--- config.mk ---
export PLATFORM = sky130hd
export DESIGN_NAME = sig_detect_top
export DESIGN_NICKNAME = d
export VERILOG_FILES = /design/src/rtl/sd_pkg.sv /design/src/rtl/sd_squarer.sv /design/src/rtl/sd_compare.sv /design/src/rtl/sd_loss_timer.sv /design/src/rtl/sig_detect_top.sv
export SDC_FILE = /design/constraint.sdc
export NUM_CORES = 1
export LEC_CHECK = 0
export BUFFER_PORTS_ARGS = -buffer_cell sky130_fd_sc_hd__buf_4
export CAP_MARGIN = 20
export CELL_PAD_IN_SITES_DETAIL_PLACEMENT = 1
export CELL_PAD_IN_SITES_GLOBAL_PLACEMENT = 2
export CORE_MARGIN = 5
export CORE_UTILIZATION = 25
export DETAILED_ROUTE_END_ITERATION = 7
export GPL_TIMING_DRIVEN = 0
export HOLD_SLACK_MARGIN = 0.05
export PLACE_DENSITY = 0.61
export SLEW_MARGIN = 20
export SYNTH_ARGS = -nofsm -noshare
export SYNTH_HDL_FRONTEND = slang
export SYNTH_SLANG_ARGS = --single-unit
--- constraint.sdc ---
create_clock -name clk_i -period 12.2 [get_ports clk_i]
set_input_delay 0.61 -clock clk_i [delete_from_list [all_inputs] [get_ports clk_i]]
set_output_delay 0.61 -clock clk_i [all_outputs]
set_load 0.02 [all_outputs]
--- src/rtl/sd_pkg.sv ---
package sd_pkg;

    typedef enum logic {
        LINK_LOST    = 1'b0,
        LINK_PRESENT = 1'b1
    } link_state_e;

endpackage

--- src/rtl/sd_squarer.sv ---
module sd_squarer #(
    parameter int SAMPLE_W = 16,
    localparam int PW_W    = 2 * SAMPLE_W
) (
    input  logic                clk_i,
    input  logic                rst_i,
    input  logic                in_valid_i,
    input  logic [SAMPLE_W-1:0] in_re_i,
    input  logic [SAMPLE_W-1:0] in_im_i,
    output logic                pw_valid_o,
    output logic [PW_W-1:0]     pw_o
);

    typedef struct packed {
        logic            vld;
        logic [PW_W-1:0] pw;
    } sq_state_t;

    sq_state_t st_d, st_q;

    logic signed [SAMPLE_W-1:0] re_s, im_s;
    logic signed [PW_W-1:0]     re_ext, im_ext;
    logic signed [PW_W-1:0]     re_sq, im_sq;

    always_comb begin
        re_s   = signed'(in_re_i);
        im_s   = signed'(in_im_i);
        re_ext = PW_W'(re_s);
        im_ext = PW_W'(im_s);
        re_sq  = re_ext * re_ext;
        im_sq  = im_ext * im_ext;
        st_d     = st_q;
        st_d.vld = in_valid_i;
        if (in_valid_i) begin
            st_d.pw = unsigned'(re_sq) + unsigned'(im_sq);
        end
    end

    always_ff @(posedge clk_i) begin
        if (rst_i) begin
            st_q <= '0;
        end else begin
            st_q <= st_d;
        end
    end

    assign pw_valid_o = st_q.vld;
    assign pw_o       = st_q.pw;

endmodule

--- src/rtl/sd_compare.sv ---
module sd_compare #(
    parameter int PW_W       = 32,
    parameter int THRESH_W   = 16,
    parameter int THRESH_LSB = 8,
    localparam int SLICE_TOP = THRESH_LSB + THRESH_W
) (
    input  logic [PW_W-1:0]     pw_i,
    input  logic [THRESH_W-1:0] thresh_i,
    output logic                above_o
);

    logic [THRESH_W-1:0] slice;
    logic                over_top;

    assign slice = pw_i[THRESH_LSB +: THRESH_W];

    generate
        if (SLICE_TOP < PW_W) begin : g_high_bits
            assign over_top = |pw_i[PW_W-1:SLICE_TOP];
        end else begin : g_no_high_bits
            assign over_top = 1'b0;
        end
    endgenerate

    always_comb begin
        above_o = over_top || (slice >= thresh_i);
    end

endmodule

--- src/rtl/sd_loss_timer.sv ---
module sd_loss_timer
    import sd_pkg::*;
#(
    parameter int TIMER_W = 16
) (
    input  logic               clk_i,
    input  logic               rst_i,
    input  logic               smp_valid_i,
    input  logic               smp_above_i,
    input  logic [TIMER_W-1:0] cfg_timer_i,
    output logic               det_valid_o,
    output logic               det_above_o,
    output logic               present_o,
    output logic               los_o
);

    typedef struct packed {
        link_state_e        link;
        logic [TIMER_W-1:0] run;
        logic               dv;
        logic               above;
    } lt_state_t;

    lt_state_t st_d, st_q;

    always_comb begin
        st_d    = st_q;
        st_d.dv = smp_valid_i;
        if (smp_valid_i) begin
            st_d.above = smp_above_i;
            if (smp_above_i) begin
                st_d.link = LINK_PRESENT;
                st_d.run  = '0;
            end else if (st_q.link == LINK_PRESENT) begin
                if (st_q.run >= cfg_timer_i) begin
                    st_d.link = LINK_LOST;
                end else begin
                    st_d.run = st_q.run + 1'b1;
                end
            end
        end
    end

    always_ff @(posedge clk_i) begin
        if (rst_i) begin
            st_q.link  <= LINK_LOST;
            st_q.run   <= '0;
            st_q.dv    <= 1'b0;
            st_q.above <= 1'b0;
        end else begin
            st_q <= st_d;
        end
    end

    assign det_valid_o = st_q.dv;
    assign det_above_o = st_q.above;
    assign present_o   = (st_q.link == LINK_PRESENT);
    assign los_o       = (st_q.link == LINK_LOST);

endmodule

--- src/rtl/sig_detect_top.sv ---
module sig_detect_top #(
    parameter int SAMPLE_W   = 16,
    parameter int THRESH_W   = 16,
    parameter int THRESH_LSB = 8,
    parameter int TIMER_W    = 16,
    localparam int PW_W      = 2 * SAMPLE_W
) (
    input  logic                clk_i,
    input  logic                rst_i,
    input  logic                in_valid_i,
    input  logic [SAMPLE_W-1:0] in_re_i,
    input  logic [SAMPLE_W-1:0] in_im_i,
    input  logic [THRESH_W-1:0] cfg_thresh_i,
    input  logic [TIMER_W-1:0]  cfg_timer_i,
    output logic                det_valid_o,
    output logic                det_above_o,
    output logic                present_o,
    output logic                los_o
);

    logic            pw_valid;
    logic [PW_W-1:0] pw;
    logic            above;

    sd_squarer #(
        .SAMPLE_W(SAMPLE_W)
    ) sq_i (
        .clk_i      (clk_i),
        .rst_i      (rst_i),
        .in_valid_i (in_valid_i),
        .in_re_i    (in_re_i),
        .in_im_i    (in_im_i),
        .pw_valid_o (pw_valid),
        .pw_o       (pw)
    );

    sd_compare #(
        .PW_W       (PW_W),
        .THRESH_W   (THRESH_W),
        .THRESH_LSB (THRESH_LSB)
    ) cmp_i (
        .pw_i     (pw),
        .thresh_i (cfg_thresh_i),
        .above_o  (above)
    );

    sd_loss_timer #(
        .TIMER_W(TIMER_W)
    ) tmr_i (
        .clk_i       (clk_i),
        .rst_i       (rst_i),
        .smp_valid_i (pw_valid),
        .smp_above_i (above),
        .cfg_timer_i (cfg_timer_i),
        .det_valid_o (det_valid_o),
        .det_above_o (det_above_o),
        .present_o   (present_o),
        .los_o       (los_o)
    );

endmodule

==> results by group, run 1 <==
Place
  – DP HPWL: 51000 um
  – IO buf count: 66
  – Setup WS pre-CTS: 2.73 ns
  – Placer Congestion: 0.852

Detailed routing
  – Via-to-Cell Ratio: 4.18
  – Routed Antenna Nets: 0
  – Total detailed-routing wirelength: 55300 um
  – Initial drt markers: 394
  – Drt pass-1 iters: 4
  – DR vias: 13300
  – DRC: 0
  – Wire length per cell: 17.4 um

Worst hold path
  – Worst Hold Class: flop to flop

Clock network
  – Htree depth: 2
  – # resized after CTS: 0
  – Worst-case clock buffer depth: 2
  – CTS tree: built
  – Setup Fix Bufs, Post-CTS: 0
  – Root Driver: clkbuf_16
  – Clock Latency Late Sink: 0.29 ns
  – Clock sinks: 44
  – CTS clock-pin slew for the worst setup and hold paths: 0.06 ns
  – Cts bufs inserted: 5
  – Hold_buf cts: 0

Synthesis
  – Ys async rst share: 0%
  – Syn_nets: 2830
  – Cell Area, Synth: 0.0196 mm2
  – Synth cell count leaders: inv_1 (677), fa_1 (518), ha_1 (178), nand2_1 (146), and2_1 (90)
  – Unique masters post-synth: 52
  – Cells after Synth: 2067
  – Synth top area cells: fa_1 (53%), inv_1 (13%), ha_1 (11%)
  – Register area share after synthesis: 4.49%
  – Seq cells post-synth: 44
  – Number of synthesized flops with an enable pin: 0
  – Count leader, synth: inv_1
  – Top cell type's share of synthesized area: 52.8%
  – Synthesized area per cell: 9.50 um2
  – Largest area contributor in the netlist: fa_1
  – Ys flop type: dfxtp_1
  – Synth Warn #: 0

Timing
  – Clock skew: 0.00894 ns
  – Max-slew headroom: 37.6%
  – Hold Slack: 0.497 ns
  – TNS Setup: 0 ns
  – F_max: 0.111 GHz
  – RSZ-0062 raised after global routing: no
  – Finish-stage setup viols: 0
  – Final Critical Period: 8.99 ns
  – Hold Fails Final Rpt: 0
  – Max Slew Vio Count: 0
  – Final period utilization: 73.7%
  – Measured slew at the worst slew-check pin: 0.936 ns
  – PnR worst setup slack: 3.21 ns

Worst setup path
  – Most frequent CP cell: fa_1
  – CP Launch Type: primary input
  – WP buf/inv: 7
  – Worst path max stage delay: 0.86 ns
  – Kind of critical path: primary input to flop
  – Crit-path max FO: 10
  – Req. time, crit path: 12.39 ns
  – Delay-heaviest family, CP: adder cells
  – Type of destination of the critical path: flop
  – Arrival time worst endpoint: 9.18 ns
  – Slowest cell on crit path: fa_1

Final layout
  – Diode count: 0
  – P&R area growth vs syn: 9.92%
  – Nets@finish: 2903
  – Layout cells sized above 1: 3.92%

Global routing
  – Vias in the first global route: 16300
  – Largest net degree at the start of global routing: 15
  – First-pass GRT wire length: 89600 um
  – Initial antenna violation count: 1
  – Total GRT Usage: 13.5%
  – Overflow after GRT: 0

Floorplanning
  – Initial Utilization: 25.3%
  – Standard-cell row count: 102
  – Io pins: 71
  – Core footprint: 0.0776 mm2
  – Die area: 0.0842 mm2
  – Die height: 290 um
  – Die W: 290 um

Status
  – Status: finished, final reports clean

Flow run
  – Max Cap Viol: 0
-- layout by cell type (no fill, tap or decap), types with 2 or more instances in the layout --
cell type	netlist	routed
buf_4	0	66
or4_1	4	4
o21bai_1	4	4
a211oi_1	7	7
nand4_1	9	9
ha_1	178	178
o211ai_1	3	3
a21o_1	21	21
nand2_1	146	146
mux2_2	2	2
nor2_1	72	72
nor3_1	9	9
clkbuf_16	0	5
nor3b_1	3	3
o21ai_1	3	3
a31o_2	3	3
and2_1	90	90
o21ai_0	19	19
mux2i_1	16	16
xnor2_1	44	44
xor2_1	12	12
dfxtp_1	44	44
or2_2	3	3
nand3_1	9	9
nand2b_1	17	17
o22ai_1	2	2
inv_1	677	677
clkbuf_1	49	50
or3_1	11	11
buf_1	2	2
a31oi_1	3	3
nor2b_1	14	14
fa_1	518	518
nor4_1	2	2
o31ai_1	6	6
a21oi_1	45	45
a211o_1	3	3
-- worst register-to-register path: cells and delay by family, from the launching register on --
kind                       cells  cell delay (ns)
AOI/OAI and AO/OA              8             1.40
buffers and inverters          3             0.68
and+or+nand+nor                1             0.14
DFF                            1             0.36
adders and majority gates      1             0.26
-- worst paths after layout --
path                                              endpoint  depth (start not counted)  slack, ns                  startpoint
worst max-delay path            sq_i.pw_o[30]$_SDFFE_PP0P_                         25       3.21                  in_im_i[1]
worst min-delay path            sq_i.pw_o[24]$_SDFFE_PP0P_                          2       0.50  sq_i.pw_o[24]$_SDFFE_PP0P_
worst max register to register  tmr_i.st_q[4]$_SDFFE_PP0P_                         13       9.24  tmr_i.st_q[2]$_SDFFE_PP0P_
worst min register to register  sq_i.pw_o[24]$_SDFFE_PP0P_                          2       0.50  sq_i.pw_o[24]$_SDFFE_PP0P_
-- cell families (layout without fill, tap and decap cells) --
logic type	Yosys count	count (layout)	share of synthesized area [%]
buffers and inverters	729	803	13.9
adder cells (fa/ha/maj)	696	696	64.2
AND/OR/NAND/NOR	394	394	9.78
AO/OA/AOI/OAI	129	129	4.15
XOR/XNOR	56	56	2.50
flip-flops	44	44	4.49
multiplexers	18	18	0.931
other	1	1	0.0191
-- metal layers --
layer  vias to the layer above  track usage [%]  part of all wire [%]
met1                      7106             17.0                    41
met4                         0             1.04                  0.71
met3                        19            0.726                   2.3
li1                       6078                -                     -
met2                       102             26.4                    56
met5                         -                0                     0
-- sequential cells by signal, summed over array words and instances (netlist names) --
| signal | count |
|---|---|
| tmr_i.present_o | 1 |
| tmr_i.det_valid_o | 1 |
| tmr_i.st_q | 16 |
| sq_i.pw_o | 24 |
| tmr_i.det_above_o | 1 |
| sq_i.pw_valid_o | 1 |
-- per-stage QoR --
step	cell area, um2	std cells	utilization, %
after floorplan	19600	2067	-
after global placement	21400	3173	27.6
after global routing	21600	3181	27.8
final	21600	3181	27.8
after CTS	21600	3181	27.8
after detailed placement	21400	3173	27.6
-- area by class of cell --
cell class                 count  area [um2]
sequential                    44         881
buffer                        52         196
clock inverter                 1        7.51
tap                         1040        1300
fill                        9156       56000
timing repair buffer          66         495
multi-input combinational   1294       16000
inverter                     677        2540
clock buffer                   7         143
Power of run 1 is not shown: default switching activity piles up to over one toggle a cycle in this logic, so the estimate is an artifact.
==> run 2: changes to the inputs <==
--- a/config.mk
+++ b/config.mk
@@ -5,6 +5,7 @@
 export SDC_FILE = /design/constraint.sdc
 export NUM_CORES = 1
 export LEC_CHECK = 0
+export ABC_AREA = 1
 export BUFFER_PORTS_ARGS = -buffer_cell sky130_fd_sc_hd__buf_4
 export CAP_MARGIN = 20
 export CELL_PAD_IN_SITES_DETAIL_PLACEMENT = 1
@@ -14,7 +15,7 @@
 export DETAILED_ROUTE_END_ITERATION = 7
 export GPL_TIMING_DRIVEN = 0
 export HOLD_SLACK_MARGIN = 0.05
-export PLACE_DENSITY = 0.61
+export PLACE_DENSITY = 0.63
 export SLEW_MARGIN = 20
 export SYNTH_ARGS = -nofsm -noshare
 export SYNTH_HDL_FRONTEND = slang
==> constraint.sdc (replaced) <==
create_clock -name clk_i -period 8.55 [get_ports clk_i]
set_input_delay 0.4275 -clock clk_i [delete_from_list [all_inputs] [get_ports clk_i]]
set_output_delay 0.4275 -clock clk_i [all_outputs]
set_load 0.02 [all_outputs]
==> run 2 against run 1 <==
Effect of this change: design area grew 7.3%; register-to-register slack lost 3.0 ns; flip-flop and latch count is the same; routed wire length grew 18%; first-iteration DRC count grew 33%; die area grew 7.7%; utilization shrank 0.18 points; clock skew shrank 0.0025 ns; global-route usage grew 1.4 points; critical path type unchanged.
==> results by group, run 2 <==
Synthesis
  – Unique masters post-synth: 41 (-21%)
  – Count leader, synth: inv_1
  – Ys flop type: dfxtp_1
  – Cells after Synth: 2607 (+26%)
  – Number of synthesized flops with an enable pin: 0 (unchanged)
  – Cell Area, Synth: 0.0212 mm2 (+8.0%)
  – Seq cells post-synth: 44 (unchanged)
  – Synth Warn #: 0 (unchanged)
  – Synth top area cells: fa_1 (49%), inv_1 (16%), ha_1 (11%)
  – Register area share after synthesis: 4.16% (-0.33 points)
  – Synth cell count leaders: inv_1 (881), fa_1 (518), nand2_1 (474), ha_1 (178), nor2_1 (136)
  – Synthesized area per cell: 8.13 um2 (-14%)
  – Ys async rst share: 0% (unchanged)
  – Top cell type's share of synthesized area: 48.9% (-3.9 points)
  – Syn_nets: 3370 (+19%)
  – Largest area contributor in the netlist: fa_1

Worst hold path
  – Hold path startpoint: tmr_i.det_above_o$_SDFFE_PP0P_
  – Worst Hold Class: flop to flop

Clock network
  – Hold_buf cts: 0 (unchanged)
  – Setup Fix Bufs, Post-CTS: 0 (unchanged)
  – CTS clock-pin slew for the worst setup and hold paths: 0.07 ns (about the same)
  – Worst-case clock buffer depth: 2 (unchanged)
  – Root Driver: clkbuf_16
  – Htree depth: 2 (unchanged)
  – Cts bufs inserted: 5 (unchanged)
  – CTS tree: built
  – Clock Latency Late Sink: 0.29 ns (about the same)
  – Clock sinks: 44 (unchanged)

Floorplanning
  – Io pins: 71 (unchanged)
  – Core footprint: 0.0838 mm2 (+8.0%)
  – Die W: 301 um (+3.8%)
  – Die area: 0.0907 mm2 (+7.7%)
  – Die height: 301 um (+3.8%)
  – Standard-cell row count: 106 (+3.9%)
  – Initial Utilization: 25.3% (about the same)

Worst setup path
  – Worst r2r src: tmr_i.st_q[13]$_SDFFE_PP0P_
  – Worst setup path end: sq_i.pw_o[31]$_SDFFE_PP0P_
  – Type of destination of the critical path: flop
  – Reg2reg setup slack: 6.25 ns (-2.99 ns)
  – CP startpoint: in_re_i[7]
  – Kind of critical path: primary input to flop
  – Worst path max stage delay: 0.75 ns (-0.11 ns)
  – RR Endpoint: tmr_i.st_q[12]$_SDFFE_PP0P_
  – Req. time, crit path: 8.74 ns (-3.65 ns)
  – Crit-path max FO: 10 (unchanged)
  – Slowest cell on crit path: clkbuf_1
  – Arrival time worst endpoint: 8.31 ns (-0.87 ns)
  – Reg2Reg Depth: 10 (-3)
  – CP Launch Type: primary input

Global routing
  – Largest net degree at the start of global routing: 14 (-1)
  – Total GRT Usage: 14.9% (+1.4 points)
  – Overflow after GRT: 0 (unchanged)
  – First-pass GRT wire length: 106000 um (+18%)
  – Vias in the first global route: 18900 (+16%)
  – Initial antenna violation count: 3 (+2)

Timing
  – Clock skew: 0.00646 ns (-0.00249 ns)
  – Hold Fails Final Rpt: 0 (unchanged)
  – Final Critical Period: 8.12 ns
  – Final period utilization: 95.0%
  – Measured slew at the worst slew-check pin: 1.04 ns (+0.106 ns)
  – Max Slew Vio Count: 0 (unchanged)
  – RSZ-0062 raised after global routing: no
  – Max-slew headroom: 30.6% (-7.1 points)
  – Hold Slack: 0.493 ns (-0.00371 ns)
  – Finish-stage setup viols: 0 (unchanged)
  – F_max: 0.123 GHz

Detailed routing
  – DR vias: 15800 (+19%)
  – Initial drt markers: 525 (+33%)
  – Wire length per cell: 17.2 um (-1.1%)
  – Via-to-Cell Ratio: 4.17 (-0.33%)
  – Drt pass-1 iters: 4 (unchanged)
  – DRC: 0 (unchanged)
  – Routed Antenna Nets: 0 (unchanged)
  – Total detailed-routing wirelength: 65300 um (+18%)

Final layout
  – Most common cell after layout, fill and taps aside: inv_1
  – Nets@finish: 3428 (+18%)
  – Layout cells sized above 1: 4.05% (+0.13 points)
  – Max reg flops: 24 (unchanged)
  – Most frequent cells in the layout: inv_1 (881), fa_1 (518), nand2_1 (474)
  – Design area: 0.0232 mm2 (+7.3%)
  – Layout Cells excl Fill: 3801 (+19%)
  – P&R area growth vs syn: 9.25%

Place
  – Placer Congestion: 0.837 (-1.7%)
  – IO buf count: 51 (-23%)
  – Area after DPL: 0.0230 mm2 (+7.3%)
  – Placed cell count: 3792 (+20%)
  – DP HPWL: 60100 um (+18%)

Status
  – Status: finished, final reports clean

Flow run
  – Max Cap Viol: 0 (unchanged)
## run 2: changes by cell type in the layout (fill, tap and decap cells not counted), moves of 16 or more
| cell | change |
|---|---|
| nand2_1 | +328 |
| and2_1 | -89 |
| mux2i_1 | -16 |
| clkbuf_1 | +16 |
| o21ai_0 | +21 |
| inv_1 | +204 |
| xnor2_1 | -36 |
| a21oi_1 | +32 |
| nand3_1 | +52 |
| nor2_1 | +64 |
| nand2b_1 | -17 |
## run 2: critical path, delay by kind of cell
family	cells	cell delay, ns
AO/OA/AOI/OAI	2	0.55
adder cells (fa/ha/maj)	9	4.54
buffers and inverters	9	1.93
AND/OR/NAND/NOR	9	0.85
## run 2: metal layers
layer,part of all wire [%],GRT usage [%],up-vias,wire length [um]
met5,0.034,0,-,22
met4,2.0,2.66,4,1310
met3,3.3,1.73,55,2150
met2,50,27.0,191,32700
met1,45,19.4,8132,29100
li1,-,-,7464,-
## run 2: cell families (layout without fill, tap and decap cells)
logic type,Yosys count,count (layout),share of synthesized area (%)
buffers and inverters,962,1021,17.2
AND/OR/NAND/NOR,732,732,14.4
adder cells (fa/ha/maj),696,696,59.4
AO/OA/AOI/OAI,150,150,3.96
flip-flops,44,44,4.16
XOR/XNOR,22,22,0.909
other,1,2,0.0177
## run 2: final cells by class
type | instances | area [um2]
diodes | 1 | 2.50
plain buffers | 78 | 324
clock buffers | 7 | 143
clock inverters | 1 | 7.51
fillers | 10200 | 60700
inverters | 884 | 3320
multi-input cells | 1601 | 16700
flip-flops and latches | 44 | 881
well taps | 1134 | 1420
repair buffers | 51 | 383
## run 2: worst min path at each step
| stage | cells past startpoint | slack [ns] | to |
|---|---|---|---|
| finish | 2 | 0.49 | tmr_i.det_above_o$_SDFFE_PP0P_ |
| global route | 2 | 0.54 | tmr_i.det_above_o$_SDFFE_PP0P_ |
| CTS | 2 | 0.50 | tmr_i.det_above_o$_SDFFE_PP0P_ |
| detailed placement | 2 | 0.49 | tmr_i.det_above_o$_SDFFE_PP0P_ |
| global placement | 2 | 0.48 | sq_i.pw_o[14]$_SDFFE_PP0P_ |
| floorplan | 2 | 0.45 | sq_i.pw_o[11]$_SDFFE_PP0P_ |
## run 2: per-stage QoR
step           TNS (ns)  setup slack, ns  utilization, %
2_1_floorplan         0             1.57               -
3_3_place_gp    -0.0744          -0.0744            27.4
3_5_place_dp     -0.242           -0.170            27.4
4_1_cts               0            0.134            27.6
5_1_grt               0           0.0302            27.6
6_report              0            0.427            27.6
## run 2: what timing repair did
| action | 4_1_cts | 5_1_grt |
|---|---|---|
| endpoints found under the setup margin | 0 | 9 |
| gates resized for setup | 0 | 11 |
| hold endpoints to repair | 0 | 0 |
Power of run 2 is left out for the same reason.
